**config.mk**
```make
export PLATFORM = sky130hd
export DESIGN_NAME = drive_ready_seq
export DESIGN_NICKNAME = d
export VERILOG_FILES = /design/src/rtl/drv_seq_pkg.sv /design/src/rtl/drv_loss_timer.sv /design/src/rtl/drv_abort_merge.sv /design/src/rtl/drv_ready_chain.sv /design/src/rtl/drive_ready_seq.sv
export SDC_FILE = /design/constraint.sdc
export NUM_CORES = 1
export LEC_CHECK = 0
export BUFFER_PORTS_ARGS = -buffer_cell sky130_fd_sc_hd__buf_2
export CORE_UTILIZATION = 40
export CTS_CLUSTER_DIAMETER = 40
export CTS_CLUSTER_SIZE = 10
export DETAILED_ROUTE_END_ITERATION = 10
export MAX_ROUTING_LAYER = met4
export PLACE_DENSITY = 0.57
export SLEW_MARGIN = 20
export SYNTH_ARGS = -nofsm -noshare
export SYNTH_HDL_FRONTEND = slang
export SYNTH_HIERARCHICAL = 1
export SYNTH_SLANG_ARGS = --single-unit
```
**constraint.sdc**
```tcl
create_clock -name clk_i -period 2.6 [get_ports clk_i]
set_input_delay 0.13 -clock clk_i [delete_from_list [all_inputs] [get_ports clk_i]]
set_output_delay 0.13 -clock clk_i [all_outputs]
set_load 0.1 [all_outputs]
```
**src/rtl/drv_seq_pkg.sv**
```systemverilog
package drv_seq_pkg;
  typedef struct packed {
    logic cmd;
    logic retract;
    logic pwr_loss;
    logic speed_loss;
    logic load_sel;
  } abort_src_t;

  function automatic logic any_abort(abort_src_t s);
    return s.cmd | s.retract | s.pwr_loss | s.speed_loss | s.load_sel;
  endfunction
endpackage

```
**src/rtl/drv_loss_timer.sv**
```systemverilog
module drv_loss_timer #(
  parameter int unsigned LOSS_CYCLES = 250000
) (
  input  logic clk_i,
  input  logic rst_ni,
  input  logic loss_i,
  output logic busy_o
);
  localparam int unsigned CW = $clog2(LOSS_CYCLES + 1);

  logic [CW-1:0] cnt_q;

  always_ff @(posedge clk_i or negedge rst_ni) begin
    if (!rst_ni)            cnt_q <= '0;
    else if (loss_i)        cnt_q <= CW'(LOSS_CYCLES);  // a repeat loss reloads
    else if (cnt_q != '0)   cnt_q <= cnt_q - 1'b1;
  end

  assign busy_o = (cnt_q != '0);
endmodule

```
**src/rtl/drv_abort_merge.sv**
```systemverilog
module drv_abort_merge
  import drv_seq_pkg::*;
(
  input  abort_src_t src_i,
  input  logic       loss_busy_i,
  input  logic       spin_ok_i,
  input  logic       up_to_speed_i,
  output logic       abort_o,
  output logic       start_ok_o
);
  always_comb begin
    abort_o    = any_abort(src_i) | loss_busy_i;
    start_ok_o = spin_ok_i & up_to_speed_i & ~abort_o;
  end
endmodule

```
**src/rtl/drv_ready_chain.sv**
```systemverilog
module drv_ready_chain #(
  parameter int unsigned DELAY_STAGES = 2
) (
  input  logic clk_i,
  input  logic rst_ni,
  input  logic index_i,
  input  logic start_ok_i,
  input  logic abort_i,
  output logic armed_o,
  output logic ready_o,
  output logic load_head_o
);
  localparam int unsigned LAST = DELAY_STAGES - 1;

  logic [DELAY_STAGES-1:0] stage_q;
  logic ready_q, lh_q, fire;

  for (genvar k = 0; k < DELAY_STAGES; k++) begin : g_stage
    logic set_k;
    if (k == 0) begin : g_first
      assign set_k = index_i & start_ok_i;
    end else begin : g_next
      assign set_k = index_i & stage_q[k-1];
    end
    always_ff @(posedge clk_i or negedge rst_ni) begin
      if (!rst_ni)      stage_q[k] <= 1'b0;
      else if (abort_i) stage_q[k] <= 1'b0;  // clear wins over set
      else if (set_k)   stage_q[k] <= 1'b1;
    end
  end

  assign fire = index_i & stage_q[LAST] & ~ready_q & ~abort_i;

  always_ff @(posedge clk_i or negedge rst_ni) begin
    if (!rst_ni) begin
      ready_q <= 1'b0;
      lh_q    <= 1'b0;
    end else begin
      lh_q <= fire;
      if (abort_i)   ready_q <= 1'b0;
      else if (fire) ready_q <= 1'b1;
    end
  end

  assign armed_o     = stage_q[0];
  assign ready_o     = ready_q;
  assign load_head_o = lh_q;
endmodule

```
**src/rtl/drive_ready_seq.sv**
```systemverilog
module drive_ready_seq
  import drv_seq_pkg::*;
#(
  parameter int unsigned DELAY_STAGES = 2,
  parameter int unsigned LOSS_CYCLES  = 250000
) (
  input  logic clk_i,
  input  logic rst_ni,
  input  logic index_i,
  input  logic spin_ok_i,
  input  logic up_to_speed_i,
  input  logic run_i,
  input  logic rtz_cmd_i,
  input  logic retract_req_i,
  input  logic pwr_loss_i,
  input  logic speed_loss_i,
  output logic rtz_no,
  output logic load_head_o,
  output logic ready_o
);
  abort_src_t src;
  logic loss_busy, abort, start_ok, armed;

  assign src = '{cmd: rtz_cmd_i, retract: retract_req_i, pwr_loss: pwr_loss_i,
                 speed_loss: speed_loss_i, load_sel: ~run_i};

  drv_loss_timer #(.LOSS_CYCLES(LOSS_CYCLES)) u_timer (
    .clk_i  (clk_i),
    .rst_ni (rst_ni),
    .loss_i (pwr_loss_i),
    .busy_o (loss_busy)
  );

  drv_abort_merge u_merge (
    .src_i         (src),
    .loss_busy_i   (loss_busy),
    .spin_ok_i     (spin_ok_i),
    .up_to_speed_i (up_to_speed_i),
    .abort_o       (abort),
    .start_ok_o    (start_ok)
  );

  drv_ready_chain #(.DELAY_STAGES(DELAY_STAGES)) u_chain (
    .clk_i       (clk_i),
    .rst_ni      (rst_ni),
    .index_i     (index_i),
    .start_ok_i  (start_ok),
    .abort_i     (abort),
    .armed_o     (armed),
    .ready_o     (ready_o),
    .load_head_o (load_head_o)
  );

  assign rtz_no = ~armed;
endmodule

```
==> impl_results.md <==
* Largest net degree at the start of global routing at 29
* Commonest non-fill, non-tap cell in the layout: dfrtp_1
* Worst path bufs/invs at 1
* Met2 GRT Util at 0.271
* Slowest stage delay, CP at 0.55 ns
* Critical Path AT at 2.65 ns
* Layout cells sized above 1 at 0.201
* Tmin final at between 2 and 2.5 ns
* Setup CP Type: reg2reg
* Max-cap viol count at 0
* Core footprint at ~2800 sq um
* Initial Util at 0.435
* Power per cell area at between 400 and 500 nW/um^2
* Final GP Congestion at roughly 0.82
* Vias in the first global route at approximately 940
* Synth top area share at 0.447
* Clock sinks at 22
* Mapped Area at around 1200 sq um
* Worst-case clock buffer depth at 2
* Routed Antenna Nets at 0
* Tcrit/Tclk final at 0.929
* Max Slew Vio Count at 0
* Mean post-synth cell area at ~9.8 sq um
* YS warnings at 6
* First-pass GRT wire length at ~4300 um
* Final setup margin at between 0.15 and 0.2 ns
* RSZ-0062 raised after global routing: false
* Top delay family on crit path: simple AND/OR/NAND/NOR gates
* Die Wd at around 57 um
* Wire per inst at between 10 and 15 um
* Outcome: completed
* Area grow syn2layout at 10.2%
* Die area at about 3300 sq um
* TritonCTS Buffers at 3
* Sequential-to-total area share from yosys stat at 0.447
* Nets at about 150
* Syn Inst Count at 126
* Initial antenna violation count at 0
* Hold Slack at ~0.079 ns
* Grt met3 use at 0.0204
* PnR Total Power at about 0.00067 W
* Die height at roughly 57 um
* Unique masters post-synth at 40
* Gr busiest metal: met2
* Hold Path Cell Cnt at 3
* Setup TNS at 0 ns
* Row cnt at 19
* Stages on the worst setup path at 6
* Worst vdd ir at approximately 0.22 mV
* Leakage at just over 0.5 nW
* Clock Latency Late Sink at ~0.3 ns
* Endpoints failing setup at 0
* Post-CTS Resized at 0
* Most frequent cells in the layout: dfrtp_1 (22), nor2_1 (13), buf_2 (12), a21oi_1 (10)
* Slew of the pin with the lowest slew margin at 0.501 ns
* Vias at 1013
* Final core utilization at 0.479
* H-tree levels at 1
* CP Launch Type: register
* DRC at 0
* CP most frequent cell: or4_4
* Buffers on Ports at 12
* Hold Crit Class: in2reg
* Ant. Diodes at 0
* Grt met1 use at 0.226
* Max_slew headroom at 0.666
* GRT Overall Usage at 0.173
* Area leader, netlist: dfrtp_1
* Top Ports at 13
* DP HPWL at ~1700 um
* TritonCTS clock tree: done
* Syn nets at 137
* Pre-CTS WS at 0.215 ns
* CTS root buf: clkbuf_4
* #FFs+latches synth at 22
* Register-to-Register Path Depth at 6
* Slowest CP cell: or4_4
* Cell Chain, Critical Path: or4_4, or4_4, nor2_4, inv_1, or3_1, nor3_2
* Worst setup EP type: register
* Overflow after GRT at 0
* 1st-pass router iterations at 4
* Hold Violations, Final at 0
* CP max FO at 7
* WL final at between 2000 and 2500 um
* Area contributors post-synth: dfrtp_1 (45%), or4_1 (4.3%), a21oi_1 (4.1%)
* CP required at 2.84 ns
* Clk_skew at about 0.0032 ns
* FMAX at 414 MHz
* DR iter-0 viols at 50
* Vias per cell at roughly 6.0
* Register clock-pin slew on the reported worst setup and hold paths at between 0.1 and 0.15 ns
[final cells by class]
cell class / instances / area [sq um]
Fill cell: 267 / 1470
Multi-Input combinational cell: 94 / 634
Sequential cell: 22 / 551
Timing Repair Buffer: 14 / 77.6
Tap cell: 31 / 38.8
Clock buffer: 4 / 36.3
Inverter: 5 / 18.8
[synthesized netlist by cell type]
master and count:
nand2b_1 1, inv_1 5, or4_1 7, nor4_2 1
o41ai_1 2, o22ai_1 1, nor2_1 13, nor4_1 5
mux2i_1 1, nor2_4 1, o21a_1 1, buf_2 1
ha_1 1, nand3b_1 3, a211o_1 1, nand4_1 1
nor2b_1 4, nand2_1 6, o31ai_1 2, dfrtp_1 22
or4_4 2, clkbuf_1 3, or3b_2 1, a21o_1 1
nor4_4 1, nand3_2 1, nor4b_2 1, nor3_1 3
mux2_1 2, o21ai_1 1, mux2_2 2, nor3_2 1
o31a_1 2, buf_6 1, a311oi_1 1, a21oi_1 10
o21ai_0 7, nor4bb_1 1, or3_1 5, nand3_1 1
[worst reg2reg max path, cell delays in order, from the launching register on]
cell	delay [ns]
dfrtp_1	0.45
or4_4	0.55
or4_4	0.50
nor2_4	0.16
inv_1	0.07
or3_1	0.44
nor3_2	0.18
[per-layer routing]
metal / wire (um) / vias to the layer above
met4: 20 / 0
met3: 65 / 2
li1: - / 499
met2: 1130 / 22
met1: 1190 / 490
met5: 0 / -
[final timing paths]
check	startpoint	endpoint	slack, ns
min reg2reg	u_chain/ready_o	u_chain/load_head_o	0.47
min in group asynchronous	rst_ni	u_timer/cnt_q[6]	0.31
max	u_timer/cnt_q[11]	u_chain/load_head_o	0.19
max in group asynchronous	rst_ni	u_timer/cnt_q[15]	1.96
min	index_i	u_chain/load_head_o	0.08
max reg2reg	u_timer/cnt_q[11]	u_chain/load_head_o	0.19
[report_power, final]
part           switching [W]  leakage, nW  total (W)  internal [W]
Combinational      0.0000526        0.222  0.0000910     0.0000385
Sequential         0.0000284        0.267   0.000388      0.000359
Clock               0.000103       0.0210   0.000189     0.0000854
Total               0.000184        0.509   0.000667      0.000483
[through the flow]
stage | instance area [sq um] | cells
finish | 1360 | 170
global route | 1360 | 170
CTS | 1360 | 170
detailed placement | 1310 | 165
global placement | 1310 | 165
floorplan | 1230 | 126
[cell families (layout without fill, tap and decap cells)]
| logic type | count (synthesis) | count (layout) | share of synthesized area |
|---|---|---|---|
| compound gates | 29 | 29 | 0.145 |
| fa+ha+maj | 1 | 1 | 0.0102 |
| buf+inv | 10 | 23 | 0.0376 |
| flops | 22 | 22 | 0.447 |
| mux | 5 | 5 | 0.0447 |
| simple gates | 59 | 59 | 0.315 |
[flip-flops by register name, indices dropped and copies added, names as in the netlist]
register             flops
u_chain/stage_q          1
u_timer/cnt_q           18
u_chain/load_head_o      1
u_chain/ready_o          1
u_chain/armed_o          1
[what timing repair did]
action	CTS	global route
endpoints found under the setup margin	0	0
endpoints found under the hold margin	22	0
hold buffers	1	0
buffers inserted	0	0
No activity file was read; power rests on OpenSTA's default activity.
